<file path="config.mk">
export PLATFORM = sky130hd
export DESIGN_NAME = cmd_spi_target
export DESIGN_NICKNAME = d
export VERILOG_FILES = /design/src/rtl/cmd_spi_pkg.sv /design/src/rtl/spi_pin_sync.sv /design/src/rtl/spi_frame_shifter.sv /design/src/rtl/cfg_regfile.sv /design/src/rtl/cmd_spi_target.sv
export SDC_FILE = /design/constraint.sdc
export NUM_CORES = 1
export LEC_CHECK = 0
export BUFFER_PORTS_ARGS = -buffer_cell sky130_fd_sc_hd__buf_2
export CAP_MARGIN = 25
export CORE_MARGIN = 4
export CORE_UTILIZATION = 45
export CTS_CLUSTER_DIAMETER = 100
export DETAILED_ROUTE_END_ITERATION = 8
export GPL_ROUTABILITY_DRIVEN = 0
export GPL_TIMING_DRIVEN = 0
export PLACE_DENSITY = 0.64
export SLEW_MARGIN = 20
export SYNTH_ARGS = -nofsm -noshare
export SYNTH_HDL_FRONTEND = slang
export SYNTH_HIERARCHICAL = 1
export SYNTH_SLANG_ARGS = --single-unit
</file>
<file path="constraint.sdc">
create_clock -name clk -period 5.1 [get_ports clk]
set_input_delay 0.51 -clock clk [delete_from_list [all_inputs] [get_ports clk]]
set_output_delay 0.51 -clock clk [all_outputs]
set_load 0.05 [all_outputs]
</file>
<file path="src/rtl/cmd_spi_pkg.sv">
package cmd_spi_pkg;

   // Operation codes carried in the top two bits of a frame.
   typedef enum logic [1:0] {
      OP_DIAG  = 2'b00,
      OP_READ  = 2'b01,
      OP_CLEAR = 2'b10,
      OP_WRITE = 2'b11
   } op_e;

   // Register addresses; the bench and the register file depend on these values.
   localparam int ADDR_ROUTE   = 1;
   localparam int ADDR_COMBINE = 2;
   localparam int ADDR_OVL     = 3;
   localparam int ADDR_TEMP    = 4;
   localparam int ADDR_SLEW    = 5;
   localparam int ADDR_STATE   = 6;
   localparam int ADDR_SWITCH  = 7;

   // Legal operation/address pairings; anything else is a rejected frame.
   function automatic logic op_accepted(input op_e op, input int unsigned addr);
      case (op)
         OP_DIAG, OP_CLEAR: return 1'b1;
         OP_READ:           return addr != 0;
         default:           return (addr != 0) && (addr != ADDR_STATE);
      endcase
   endfunction

endpackage

</file>
<file path="src/rtl/spi_pin_sync.sv">
module spi_pin_sync #(
   parameter int STAGES = 2
) (
   input  logic clk,
   input  logic rst_n,
   input  logic csn_i,
   input  logic sclk_i,
   input  logic sdi_i,
   output logic sdi_s,
   output logic cs_fall,
   output logic cs_rise,
   output logic sclk_rise,
   output logic sclk_fall
);

   localparam int PIN_N = 3;                         // {csn, sclk, sdi}
   localparam logic [PIN_N-1:0] PIN_IDLE = 3'b100;   // deselected, clock low

   generate
      if (STAGES < 2) begin : g_bad_depth
         $error("spi_pin_sync: STAGES must be at least 2");
      end
   endgenerate

   logic [STAGES-1:0][PIN_N-1:0] pipe;
   logic [1:0]                   prev;   // {csn, sclk} one cycle older than the last stage
   logic                         csn_s, sclk_s;

   always_ff @(posedge clk or negedge rst_n) begin
      if (!rst_n) begin
         pipe <= {STAGES{PIN_IDLE}};
         prev <= 2'b10;
      end else begin
         pipe <= {pipe[STAGES-2:0], {csn_i, sclk_i, sdi_i}};
         prev <= {csn_s, sclk_s};
      end
   end

   assign csn_s     = pipe[STAGES-1][2];
   assign sclk_s    = pipe[STAGES-1][1];
   assign sdi_s     = pipe[STAGES-1][0];
   assign cs_fall   =  prev[1] & ~csn_s;
   assign cs_rise   = ~prev[1] &  csn_s;
   assign sclk_rise = ~prev[0] &  sclk_s;
   assign sclk_fall =  prev[0] & ~sclk_s;

endmodule

</file>
<file path="src/rtl/spi_frame_shifter.sv">
module spi_frame_shifter #(
   parameter int FRAME_W = 16,
   parameter int BYTE_W  = 8
) (
   input  logic               clk,
   input  logic               rst_n,
   input  logic               sdi_s,
   input  logic               cs_fall,
   input  logic               cs_rise,
   input  logic               sclk_rise,
   input  logic               sclk_fall,
   input  logic [FRAME_W-1:0] load_word,
   output logic [FRAME_W-1:0] rx_word,
   output logic               done,
   output logic               len_ok,
   output logic               sdo,
   output logic               active
);

   localparam int CNT_W = (BYTE_W > 1) ? $clog2(BYTE_W) : 1;

   generate
      if ((BYTE_W & (BYTE_W - 1)) != 0) begin : g_bad_byte
         $error("spi_frame_shifter: BYTE_W must be a power of two");
      end
      if (FRAME_W % BYTE_W != 0) begin : g_bad_frame
         $error("spi_frame_shifter: FRAME_W must be a whole number of bytes");
      end
   endgenerate

   logic [FRAME_W-1:0] tx;
   logic [CNT_W-1:0]   beat;   // clock count modulo BYTE_W
   logic               seen;   // at least one falling edge in this frame

   always_ff @(posedge clk or negedge rst_n) begin
      if (!rst_n) begin
         active  <= 1'b0;
         tx      <= '0;
         rx_word <= '0;
         beat    <= '0;
         seen    <= 1'b0;
         sdo     <= 1'b0;
         done    <= 1'b0;
         len_ok  <= 1'b0;
      end else begin
         done <= 1'b0;
         if (cs_fall) begin
            active  <= 1'b1;
            tx      <= load_word;
            sdo     <= load_word[FRAME_W-1];
            rx_word <= '0;
            beat    <= '0;
            seen    <= 1'b0;
         end else if (active) begin
            if (cs_rise) begin
               active <= 1'b0;
               done   <= 1'b1;
               len_ok <= seen && (beat == '0);
            end else begin
               if (sclk_rise) begin
                  sdo <= tx[FRAME_W-1];
                  tx  <= {tx[FRAME_W-2:0], 1'b0};
               end
               if (sclk_fall) begin
                  rx_word <= {rx_word[FRAME_W-2:0], sdi_s};
                  beat    <= beat + 1'b1;
                  seen    <= 1'b1;
               end
            end
         end
      end
   end

endmodule

</file>
<file path="src/rtl/cfg_regfile.sv">
module cfg_regfile
   import cmd_spi_pkg::*;
#(
   parameter int                DATA_W        = 8,
   parameter int                ADDR_W        = 3,
   parameter logic [DATA_W-1:0] ROUTE_DEFAULT = 8'h08
) (
   input  logic                                   clk,
   input  logic                                   rst_n,
   input  logic                                   wr_en,
   input  logic [ADDR_W-1:0]                      wr_addr,
   input  logic [DATA_W-1:0]                      wr_data,
   input  logic                                   clr_all,
   input  logic [DATA_W-1:0]                      out_state_i,
   input  logic [ADDR_W-1:0]                      rd_addr,
   output logic [DATA_W-1:0]                      rd_data,
   output logic [(1<<ADDR_W)-1:0][DATA_W-1:0]     bank_o
);

   localparam int NUM_ADDR = 1 << ADDR_W;

   generate
      for (genvar a = 0; a < NUM_ADDR; a++) begin : g_slot
         if (a == 0) begin : g_none
            assign bank_o[a] = '0;
         end else if (a == ADDR_STATE) begin : g_live
            assign bank_o[a] = out_state_i;
         end else begin : g_cfg
            localparam logic [DATA_W-1:0] RST_VAL = (a == ADDR_ROUTE) ? ROUTE_DEFAULT : '0;
            logic [DATA_W-1:0] q;
            always_ff @(posedge clk or negedge rst_n) begin
               if (!rst_n)                                     q <= RST_VAL;
               else if (clr_all)                               q <= RST_VAL;
               else if (wr_en && (wr_addr == ADDR_W'(a)))      q <= wr_data;
            end
            assign bank_o[a] = q;
         end
      end
   endgenerate

   assign rd_data = bank_o[rd_addr];

endmodule

</file>
<file path="src/rtl/cmd_spi_target.sv">
module cmd_spi_target
   import cmd_spi_pkg::*;
#(
   parameter int                DATA_W        = 8,
   parameter int                ADDR_W        = 3,
   parameter int                CMD_W         = 2,
   parameter int                FRAME_W       = 16,
   parameter int                BYTE_W        = 8,
   parameter int                SYNC_STAGES   = 2,
   parameter logic [DATA_W-1:0] ROUTE_DEFAULT = 8'h08
) (
   input  logic               clk,
   input  logic               rst_n,
   input  logic               csn_i,
   input  logic               sclk_i,
   input  logic               sdi_i,
   output logic               sdo_o,
   output logic               sdo_oe_o,
   input  logic [FRAME_W-1:0] diag_i,
   input  logic [DATA_W-1:0]  out_state_i,
   output logic [DATA_W-1:0]  route_o,
   output logic [DATA_W-1:0]  combine_o,
   output logic [DATA_W-1:0]  ovl_latch_o,
   output logic [DATA_W-1:0]  temp_latch_o,
   output logic [DATA_W-1:0]  slow_slew_o,
   output logic [DATA_W-1:0]  switch_o,
   output logic               diag_clr_o,
   output logic               regs_rst_o
);

   localparam int HDR_W  = FRAME_W - ADDR_W - DATA_W;      // read-response header width
   localparam int SKIP_W = FRAME_W - CMD_W - ADDR_W - DATA_W;
   localparam logic [HDR_W-1:0] RD_HDR = HDR_W'(1) << (HDR_W - 2);   // 0,1 then zeros

   generate
      if (CMD_W != 2) begin : g_bad_cmd
         $error("cmd_spi_target: CMD_W must be 2");
      end
      if (ADDR_W != 3) begin : g_bad_addr
         $error("cmd_spi_target: the register map needs ADDR_W of 3");
      end
      if (SKIP_W < 0 || HDR_W < 2) begin : g_bad_frame
         $error("cmd_spi_target: FRAME_W too small for command, address and data");
      end
   endgenerate

   logic               sdi_s, cs_fall, cs_rise, sclk_rise, sclk_fall;
   logic [FRAME_W-1:0] rx_word, load_word;
   logic               done, len_ok;
   op_e                op;
   logic [ADDR_W-1:0]  f_addr;
   logic [DATA_W-1:0]  f_data;
   logic               commit, wr_en, clr_all;
   logic               rd_pend;
   logic [ADDR_W-1:0]  rd_addr;
   logic [DATA_W-1:0]  rd_data;
   logic [(1<<ADDR_W)-1:0][DATA_W-1:0] bank;

   spi_pin_sync #(.STAGES(SYNC_STAGES)) i_sync (
      .clk       (clk),
      .rst_n     (rst_n),
      .csn_i     (csn_i),
      .sclk_i    (sclk_i),
      .sdi_i     (sdi_i),
      .sdi_s     (sdi_s),
      .cs_fall   (cs_fall),
      .cs_rise   (cs_rise),
      .sclk_rise (sclk_rise),
      .sclk_fall (sclk_fall)
   );

   spi_frame_shifter #(.FRAME_W(FRAME_W), .BYTE_W(BYTE_W)) i_shift (
      .clk       (clk),
      .rst_n     (rst_n),
      .sdi_s     (sdi_s),
      .cs_fall   (cs_fall),
      .cs_rise   (cs_rise),
      .sclk_rise (sclk_rise),
      .sclk_fall (sclk_fall),
      .load_word (load_word),
      .rx_word   (rx_word),
      .done      (done),
      .len_ok    (len_ok),
      .sdo       (sdo_o),
      .active    (sdo_oe_o)
   );

   // Frame field split.
   assign op     = op_e'(rx_word[FRAME_W-1 -: CMD_W]);
   assign f_addr = rx_word[ADDR_W+DATA_W-1 -: ADDR_W];
   assign f_data = rx_word[DATA_W-1:0];

   // A frame commits only with a whole number of bytes and a legal command.
   assign commit  = done && len_ok && op_accepted(op, int'(f_addr));
   assign wr_en   = commit && (op == OP_WRITE);
   assign clr_all = commit && (op == OP_CLEAR);

   cfg_regfile #(
      .DATA_W        (DATA_W),
      .ADDR_W        (ADDR_W),
      .ROUTE_DEFAULT (ROUTE_DEFAULT)
   ) i_regs (
      .clk         (clk),
      .rst_n       (rst_n),
      .wr_en       (wr_en),
      .wr_addr     (f_addr),
      .wr_data     (f_data),
      .clr_all     (clr_all),
      .out_state_i (out_state_i),
      .rd_addr     (rd_addr),
      .rd_data     (rd_data),
      .bank_o      (bank)
   );

   // Pending read: armed by an accepted read, consumed by the next chip-select fall.
   always_ff @(posedge clk or negedge rst_n) begin
      if (!rst_n) begin
         rd_pend <= 1'b0;
         rd_addr <= '0;
      end else if (cs_fall) begin
         rd_pend <= 1'b0;
      end else if (commit && (op == OP_READ)) begin
         rd_pend <= 1'b1;
         rd_addr <= f_addr;
      end
   end

   assign load_word = rd_pend ? {RD_HDR, rd_addr, rd_data} : diag_i;

   // Strobes land in the same cycle as the register update they accompany.
   always_ff @(posedge clk or negedge rst_n) begin
      if (!rst_n) begin
         diag_clr_o <= 1'b0;
         regs_rst_o <= 1'b0;
      end else begin
         diag_clr_o <= commit;
         regs_rst_o <= clr_all;
      end
   end

   assign route_o      = bank[ADDR_ROUTE];
   assign combine_o    = bank[ADDR_COMBINE];
   assign ovl_latch_o  = bank[ADDR_OVL];
   assign temp_latch_o = bank[ADDR_TEMP];
   assign slow_slew_o  = bank[ADDR_SLEW];
   assign switch_o     = bank[ADDR_SWITCH];

endmodule

</file>
### Yosys cells after proc, flatten, opt, wreduce, memory -nomap -nowiden

Index checks and enable logic that the tools add are counted.

* flip-flop bits (word level): 102
* input port bits: 29

* $add $sub $neg: 1
* order comparisons: 1
* equal/unequal tests: 11
* muxes and demuxes: 44
* bitwise gates (word level): 9
* reductions and logical operators: 31

Operators with widths (count)
* $mux 16: 9
* $mux 8: 13
* $bmux 8 s3: 1
* $reduce_bool 2->1: 10
* $mux 1: 16
* $logic_and 1x1->1: 13
* $mux 3: 4
* $eq 3x3->1 const B: 3
* $reduce_and 3->1: 3
* $eq 3x2->1 const B: 2
* $not 1->1: 5
* $and 1x1->1: 4
* $eq 2x2->1 const B: 2
* $lt 3x4->1 const B: 1
* $add 3x1->3 const B: 1
* $eq 3x1->1 const B: 1
* $logic_not 3->1: 1
* $ne 3x3->1 const B: 1
* $reduce_bool 3->1: 1
* $eq 2x1->1 const B: 1
* $logic_not 2->1: 1
* $ne 2x2->1 const B: 1
* $pmux 1 s2: 1
* $reduce_and 2->1: 1
* $reduce_or 2->1: 1

### Longest topological paths before layout

Gate-level depths: netlist of run 1.

* depth after elaboration: 8
* mapped depth: 8
* depth with buffers taken out: 6

### Cells and area by module

The synthesis of run 1 kept the hierarchy.

By module, submodules not included
* cfg_regfile: instances 1, cells an instance 269, area an instance 2695.1 sq um
* spi_frame_shifter: instances 1, cells an instance 191, area an instance 1752.9 sq um
* cmd_spi_target: instances 1, cells an instance 49, area an instance 479.2 sq um
* spi_pin_sync: instances 1, cells an instance 12, area an instance 239.0 sq um

### Least setup slack after synthesis of run 1

Ideal clock, no wire load.

* path kind: reg2reg
* start point: register rd_addr[1]
* end point: register i_shift.tx[1]
* setup time: 0.122 ns
* arrival time: 1.597 ns
* data required time: 4.978 ns
* slack: 3.381 ns
* cell stages (with the launch flop): 9
* buffers on the path: 2
* cell sequence: dfrtp_1 > buf_6 > buf_6 > mux2_4 > a221oi_2 > a311oi_1 > mux2_2 > nor2b_1 > a21oi_1

* longest elaborated chain between the ends: 4

Ends and longest elaborated chain
* start: declaration: RTL line cmd_spi_target.sv:55 `logic [ADDR_W-1:0] rd_addr;`
* start signal: assignment: RTL line cmd_spi_target.sv:124 `rd_addr <= f_addr;`
* $bmux 8 s3: RTL line cfg_regfile.sv:41 `assign rd_data = bank_o[rd_addr];`
* $mux 8 (not written as such): RTL line cfg_regfile.sv:41
* net rd_data[1]: RTL line cmd_spi_target.sv:56 `logic [DATA_W-1:0] rd_data;`
* $mux 16: RTL line cmd_spi_target.sv:128 `assign load_word = rd_pend ? {RD_HDR, rd_addr, rd_data} : diag_i;`
* net load_word[1]: RTL line cmd_spi_target.sv:48 `logic [FRAME_W-1:0] rx_word, load_word;`
* $mux 16: RTL line spi_frame_shifter.sv:47 `if (cs_fall) begin`
* end signal: assignment: RTL line spi_frame_shifter.sv:49 `tx <= load_word;`
* end signal: assignment: RTL line spi_frame_shifter.sv:62 `tx <= {tx[FRAME_W-2:0], 1'b0};`
* end: declaration: RTL line spi_frame_shifter.sv:31 `logic [FRAME_W-1:0] tx;`

The timed path passes the listed nets, and every way through them passes these cells. The select of a mux whose other input is x is not followed.
A chain may end at the register's enable or synchronous reset.

### Worst setup path in the final report of run 1

* start point: register i_shift.len_ok
* end point: register i_regs.g_slot[1].g_cfg.q[7]

* elaborated cells between the ends (all ways): 7
* those cells by class: 1 x mux; 6 x reduce/logical

RTL lines
* start: declaration: RTL line spi_frame_shifter.sv:15 `output logic len_ok,`
* start signal: assignment: RTL line spi_frame_shifter.sv:58 `len_ok <= seen && (beat == '0);`
* $logic_and 1x1->1 (*) (2 in series): RTL line cmd_spi_target.sv:94 `assign commit = done && len_ok && op_accepted(op, int'(f_addr));`
* $logic_and 1x1->1 (*): RTL line cmd_spi_target.sv:96 `assign clr_all = commit && (op == OP_CLEAR);`
* net clr_all: RTL line cmd_spi_target.sv:53 `logic commit, wr_en, clr_all;`
* $mux 8 or $reduce_bool 2->1 (tied branches)
* end signal: assignment: RTL line cfg_regfile.sv:34 `else if (wr_en && (wr_addr == ADDR_W'(a))) q <= wr_data;`
* end: declaration: RTL line cfg_regfile.sv:30 `logic [DATA_W-1:0] q;`

The timed path passes the listed nets; every way through them passes the cells marked *.

==> results.md, run 1 <==
- After the last flow step, the layout net total stands at 628.
- Global routing finished with a remaining overflow of 0.
- The area occupied by registers is 2557 um^2.
- The final critical path takes up 44.86% of the cycle.
- The post-synthesis instance area is slightly above 5000 um^2.
- The top cell types in the final layout, fill and taps aside, are sky130_fd_sc_hd__nand2_1, sky130_fd_sc_hd__dfrtp_1, sky130_fd_sc_hd__buf_2, sky130_fd_sc_hd__a21oi_1.
- The violation count after the first detailed-route iteration is approximately 250.
- The via density per instance is 5.326.
- The count of input and output buffers is 80.
- The count of pins over their slew limit came to 0.
- The total clock sinks is 102.
- The initial core utilization is 46.31%.
- The leading cell type in the layout, fill and taps excluded is sky130_fd_sc_hd__nand2_1.
- The wire length per cell after detailed routing is 17.21 um.
- In the final routing, the length of wire on met1 measures 6.039 mm.
- The number of global-route vias before repair is 3882.
- The final-report setup violation count is 0.
- Sequential cells burn 60.3% of the power.
- Summed over all nets, the switching power comes to 0.3703 mW.
- Net switching is 25.71% of the power.
- The worst setup slack after layout is approximately 2.8 ns.
- Measured along the x axis, the die boundary spans 113.9 um.
- The overall die height is 113.9 um.
- The sum of met2 wire segment lengths after detailed routing is 5.982 mm.
- The required time reported for the critical path endpoint is 5.32 ns.
- The flow ran to the end, and the final reports show no timing, DRC or antenna violations.
- The floorplan step defined a die boundary enclosing 12960 um^2.
- The critical path capture point type is a flip-flop.
- The final sum of negative setup slack is 0 ns.
- Of the total power, the clock network draws 31.5%.
- The met3 layer wire length in the routed design is around 660 um.
- The number of clock buffers added by TritonCTS is 9.
- Entering global routing, the biggest net connects 79 pins.
- The total power divided by cell area is 246.9 nW/um^2.
- In this design, the largest share of critical-path delay is due to buffers and inverters.
- The internal power is 1.070 mW.
- The area of the core is 10890 um^2.
- The clock skew is 0.01021 ns.
- The count of unresolved DRC violations after routing is 0.
- On the critical path, the stage with the largest delay is an instance of sky130_fd_sc_hd__nor3b_1.
- The type of the worst setup path is reg2reg.
- The total wirelength of the detailed-routed design is 12.77 mm.
- The analysis attributes to cell leakage a power of 2.743 nW.
- The HPWL after detailed placement is 9.142 mm.
- The maximum level of the CTS H-tree is 3.
- The tree is rooted in a sky130_fd_sc_hd__clkbuf_8.
- The clock tree from TritonCTS is done.
- 81 I/O pins were placed.
- The most numerous cell type found on the critical path is sky130_fd_sc_hd__clkbuf_1.
- The slew at the pin with the worst max-slew slack is around 0.7 ns.
- VDD sags by at most approximately 110 uV.
- The cell count after synthesis is 504.
- Row generation in the floorplan step produced 38 rows.
- The number of vias after detailed routing is 3952.
- The number of buffers and inverters on the critical path is 2.
- The post-place setup slack is 2.862 ns.
- The diode insertion count for antenna repair is 0.
- The synthesized netlist net count is approximately 540.
- The area overhead of the layout relative to synthesis is 15.66%.
- Setup repair after global routing left no endpoint under its margin.
- The area of the multi-input gates is 2220 um^2.
- The mean post-synth cell area is 10.00 um^2.
- Summing all non-filler instances in the final layout gives an area of 5832 um^2.
- STA classifies the critical path startpoint as a flip-flop.
- The max-cap check violation count is 0.
- Of the total power, combinational logic draws under 10%.
- The number of fill cells is between 1000 and 1500.
- The wire length of the first global-routing pass is approximately 21 mm.
- For this run, the number of Yosys warnings is 6.
- The layout cell share with drive strength beyond 1 is 27.24%.
- The tightest min-delay check is of the in2reg type.
- The source-to-sink clock delay at the later pin of the worst-skew pair is 0.36 ns.
- Walking the worst path, the cells encountered are nand2_1 > nor3b_1 > clkbuf_1 > clkbuf_1 > nor2_1.
- The global-route usage over all layers is 20.34%.
- The clock-pin slew of the registers on the worst-case setup and hold paths is 0.10 ns.
- The clock period minus worst slack is 2.288 ns.
- The final count of hold timing violations is 0.
- The initial antenna violation count is 0.
- The setup fix buffers added after clock tree synthesis is 0.
- The first detailed-routing pass took 4 iterations.
- The number of buffers on the longest clock path is 2.
- For this run, the slowest stage of the critical path takes 0.60 ns.
- In this run the worst path has a maximum fanout of 10.
- The count of antenna-violating nets left after detailed routing is 0.
- The total placed instance area is 5652 um^2.
- The worst slew margin relative to its limit is 54.38%.
- The highest routed metal layer is met4.
- The slack of the worst reg-to-reg path is 2.81 ns.
- The data arrival time at the worst-slack endpoint is 2.51 ns.
- The fmax is 0.4371 GHz.
## through the flow
step | util [%] | power [mW] | hold WS (ns) | instances
after floorplan | - | 0.9495 | 0.2144 | 504
after detailed placement | 51.91 | 1.004 | 0.3355 | 725
after global routing | 53.56 | 1.522 | 0.2020 | 742
after CTS | 53.56 | 1.460 | 0.2235 | 742
final | 53.56 | 1.440 | 0.2377 | 742
after global placement | 51.60 | 0.9953 | 0.3351 | 724
## path summary, 6_finish.rpt
path                                       startpoint  cells past startpoint                                      end
min in group asynchronous                       rst_n                      2  i_regs/g_slot[1].g_cfg.q[1]$_DFFE_PN0P_
min                                             csn_i                      1                 i_sync/pipe[2]$_DFF_PN1_
max                        i_shift/len_ok$_DFFE_PN0P_                      5  i_regs/g_slot[1].g_cfg.q[7]$_DFFE_PN0P_
max reg2reg                i_shift/len_ok$_DFFE_PN0P_                      5  i_regs/g_slot[1].g_cfg.q[7]$_DFFE_PN0P_
max in group asynchronous                       rst_n                      3                 i_sync/prev[1]$_DFF_PN1_
min reg2reg                  i_sync/pipe[0]$_DFF_PN0_                      0                   i_sync/sdi_s$_DFF_PN0_
## sequential cells by signal (all words and copies together), names as in the netlist, 2 cells and up
register,count
i_shift/rx_word,16
i_regs/g_slot.g_cfg.q,48
i_shift/tx,16
i_sync/pipe,4
i_shift/beat,3
rd_addr,3
i_sync/prev,2
## power groups by stage
stage	registers (mW)	logic [mW]	clock network [mW]
3_5_place_dp	0.884	0.120	0
6_report	0.869	0.118	0.453
2_1_floorplan	0.886	0.0630	0
3_3_place_gp	0.882	0.113	0
5_1_grt	0.875	0.135	0.512
4_1_cts	0.869	0.121	0.470
## what timing repair did
item,CTS,global route
gates resized for setup,0,0
hold buffers,1,0
setup endpoints to repair,0,0
hold endpoints to repair,12,0
## layout make-up
type | instances | share of cell area [%]
Sequential cell | 102 | 43.85
Multi-Input combinational cell | 356 | 38.06
Timing Repair Buffer | 82 | 7.616
Buffer | 41 | 4.227
Tap cell | 140 | 3.004
Clock buffer | 11 | 2.253
Clock inverter | 5 | 0.6651
Inverter | 5 | 0.3218
## per-layer routing
metal	up-vias	track usage (%)
li1	1916	-
met4	0	4.196
met2	97	31.13
met5	-	0
met3	6	3.660
met1	1933	30.47
Power figures use the tool's default switching activity.
==> run 2, diff against run 1 <==
==> constraint.sdc (replaced) <==
create_clock -name clk -period 2.3 [get_ports clk]
set_input_delay 0.23 -clock clk [delete_from_list [all_inputs] [get_ports clk]]
set_output_delay 0.23 -clock clk [all_outputs]
set_load 0.05 [all_outputs]
==> run 2 against run 1 <==
  * Global-route usage is essentially flat
  * Critical path depth increased by 3
  * Clock skew grew 0.00095 ns
  * Largest power group unchanged
  * Count of clock-buffer cells in the layout did not move
==> results.md, run 2 (same netlist as run 1, synthesis figures left out) <==
- The slack of the worst reg-to-reg path came to 0.18 ns (-2.63 ns).
- The count of pins over their slew limit is 0 (unchanged).
- The final core utilization was 53.88% (+0.32 points).
- The source of the worst register-to-register timing path is rd_addr[1]$_DFFE_PN0P_.
- The total net switching power came to 0.8220 mW (+120%).
- STA classifies the critical path startpoint as a flip-flop.
- The logic gate share of total power is 8.3% (about the same).
- The maximum level of the CTS H-tree is 3 (unchanged).
- In the final layout, the registers with the most flip-flops are i_regs/g_slot.g_cfg.q x48, i_shift/rx_word x16, i_shift/tx x16.
- The total half-perimeter wirelength after legalization and detailed placement is 9.142 mm (unchanged).
- The total clock sinks is 102 (unchanged).
- Leaving out fill and tap cells, the most frequent cell in the layout is sky130_fd_sc_hd__nand2_1.
- The total wirelength of the detailed-routed design is 12.77 mm (about the same).
- The worst min-delay path category is in2reg.
- The fmax is 0.4726 GHz (+8.1%).
- The flow ran to the end, and the final reports show no timing, DRC or antenna violations.
- The relative contribution of the clock network to total power is 31.4% (about the same).
- The max-cap check violation count was 0 (unchanged).
- The critical path capture point type is a flip-flop.
- The clock skew came to 0.01116 ns (+0.0009473 ns).
- The clock-pin slew of the registers on the worst-case setup and hold paths is 0.10 ns (about the same).
- The number of placement rows is 38 (unchanged).
- The layout cell share with drive strength beyond 1 is 27.27% (+0.030 points).
- In this run the critical register-to-register path is captured at i_shift/tx[3]$_DFFE_PN0P_.
- The area of the core is 10890 um^2 (unchanged).
- The final-report setup violation count is 0 (unchanged).
- The library cell used as clock root buffer is sky130_fd_sc_hd__clkbuf_8.
- The slew at the pin with the worst max-slew slack is 0.5171 ns (-0.1658 ns).
- The power consumption is 3.197 mW (+120%).
- The first-pass detailed-route iteration total was 5 (+1).
- The required time reported for the critical path endpoint came to 2.54 ns (-2.78 ns).
- The number of nets in the final layout is 631 (+0.48%).
- The wire length of the first global-routing pass is 20.81 mm (+0.13%).
- The overall die height is 113.9 um (unchanged).
- The area overhead of the layout relative to synthesis is 16.35%.
- The cell count after placement came to 725 (unchanged).
- The post-place setup slack is 0.06247 ns (-2.800 ns).
- The worst hold slack is 0.1960 ns (-0.04171 ns).
- The global-route usage over all layers is 20.37% (+0.023 points).
- The pin count of the biggest net entering global routing is 79 (unchanged).
- The via density per instance is 5.341 (+0.28%).
- The die footprint is 12960 um^2 (unchanged).
- The internal power is 2.375 mW (+120%).
- The total power divided by cell area was 544.9 nW/um^2 (+120%).
- The number of cells on the worst hold path is 4 (+3).
- The worst slew margin relative to its limit is 65.53% (+11 points).
- The sequential power share is 60.2% (about the same).
- The number of top-level pins came to 81 (unchanged).
- The cell count of the worst reg-to-reg path came to 8 (+3).
- The final count of hold timing violations was 0 (unchanged).
- The count of unresolved DRC violations after routing is 0 (unchanged).
- The worst vdd rail ir drop came to 252.1 uV (+120%).
- The final period utilization came to 92.01% (+47 points).
- The number of global-route vias before repair is 3889 (+0.18%).
- The final cell count without fillers is 745 (+0.40%).
- The source-to-sink clock delay at the later pin of the worst-skew pair is 0.36 ns (about the same).
- The final sum of negative setup slack is 0 ns (unchanged).
- The largest register by flop count is i_regs/g_slot.g_cfg.q.
- TritonCTS built the clock tree.
- The violation count after the first detailed-route iteration is 310 (+26%).
- The highest net fanout along the worst path is 10 (unchanged).
- The number of buffers on the longest clock path was 2 (unchanged).
- Setup repair after global routing left no endpoint under its margin.
- The initial antenna violation count is 0 (unchanged).
- The count of antenna-violating nets left after detailed routing is 0 (unchanged).
- The initial core utilization is 46.31% (unchanged).
- The flip-flop count of the largest register after layout is 48 (unchanged).
- The global route total overflow is 0 (unchanged).
- The clock period minus worst slack is 2.116 ns (-0.1718 ns).
- The count of input and output buffers is 80 (unchanged).
- The top cell types in the final layout, fill and taps aside, are sky130_fd_sc_hd__nand2_1, sky130_fd_sc_hd__dfrtp_1, sky130_fd_sc_hd__buf_2, sky130_fd_sc_hd__a21oi_1.
- The number of buffers created by CTS is 9 (unchanged).
- The worst setup slack after layout is 0.1838 ns (-2.628 ns).
- The switching power share of the total was 25.71% (about the same).
- The number of vias after detailed routing came to 3979 (+0.68%).
- The diode insertion count for antenna repair came to 0 (unchanged).
- The last element of the critical path is i_shift/tx[3]$_DFFE_PN0P_.
- The total placed instance area is 5652 um^2 (unchanged).
- The wire length per cell after detailed routing is 17.14 um (-0.36%).
- The data arrival time at the worst-slack endpoint came to 2.36 ns (-0.15 ns).
- The most critical setup path has its startpoint at rd_addr[1]$_DFFE_PN0P_.
- The leakage power is 2.755 nW (+0.46%).
- The summed area of non-filler cells in the final layout is 5867 um^2 (+0.60%).
- The critical path is of the reg2reg type.
- The die outline width came to 113.9 um (unchanged).
## run 2: cell count changes in the layout (fill, tap and decap cells not counted), sizes merged
cell,delta
dlygate4sd3,+3
## run 2: worst min-delay path by stage
| stage | to | slack, ns | from |
|---|---|---|---|
| after floorplan | diag_clr_o$_DFF_PN0_ | -0.07 | rst_n |
| after global placement | i_sync/pipe[4]$_DFF_PN0_ | 0.34 | i_sync/pipe[1]$_DFF_PN0_ |
| after detailed placement | i_regs/g_slot[1].g_cfg.q[1]$_DFFE_PN0P_ | 0.11 | rst_n |
| after CTS | i_shift/tx[14]$_DFFE_PN0P_ | 0.18 | diag_i[14] |
| after global routing | i_shift/tx[14]$_DFFE_PN0P_ | 0.19 | diag_i[14] |
| final | i_shift/tx[14]$_DFFE_PN0P_ | 0.20 | diag_i[14] |
## run 2: critical path, cell delays in order, from the launching register on
cell	delay [ns]
sky130_fd_sc_hd__dfrtp_1	0.43
sky130_fd_sc_hd__buf_6	0.16
sky130_fd_sc_hd__buf_6	0.17
sky130_fd_sc_hd__mux2_4	0.32
sky130_fd_sc_hd__a221oi_2	0.32
sky130_fd_sc_hd__a311oi_1	0.13
sky130_fd_sc_hd__mux2_2	0.31
sky130_fd_sc_hd__nor2b_1	0.12
sky130_fd_sc_hd__a21oi_1	0.05
## run 2: power groups by stage
| stage | combinational, mW | sequential [mW] | clock [mW] |
|---|---|---|---|
| 2_1_floorplan | 0.140 | 1.97 | 0 |
| 6_report | 0.266 | 1.93 | 1.00 |
| 3_3_place_gp | 0.251 | 1.96 | 0 |
| 3_5_place_dp | 0.265 | 1.96 | 0 |
| 5_1_grt | 0.305 | 1.94 | 1.14 |
| 4_1_cts | 0.271 | 1.93 | 1.04 |
## run 2: repair_timing
item / CTS / global route
endpoints found under the setup margin: 0 / 20
resized for setup: 0 / 1
hold buffers: 4 / 0
endpoints found under the hold margin: 27 / 0
buffers inserted: 0 / 0
## run 2: final cells by class
class	instances	area, um^2
inverter	5	18.77
clock inverter	5	38.79
timing repair buffer	85	474.2
tap	140	175.2
fill	1004	5021
clock buffer	11	131.4
multi-input combinational	356	2225
buffer	41	246.5
sequential	102	2557
## run 2: metal layers
| metal | share of wire [%] | routed length [um] | vias to the layer above | track usage (%) |
|---|---|---|---|---|
| li1 | - | - | 1926 | - |
| met1 | 47 | 6003 | 1942 | 30.47 |
| met2 | 47 | 6027 | 105 | 31.21 |
| met3 | 5.2 | 659 | 6 | 3.660 |
| met4 | 0.64 | 82 | 0 | 4.196 |
| met5 | 0 | 0 | - | 0 |
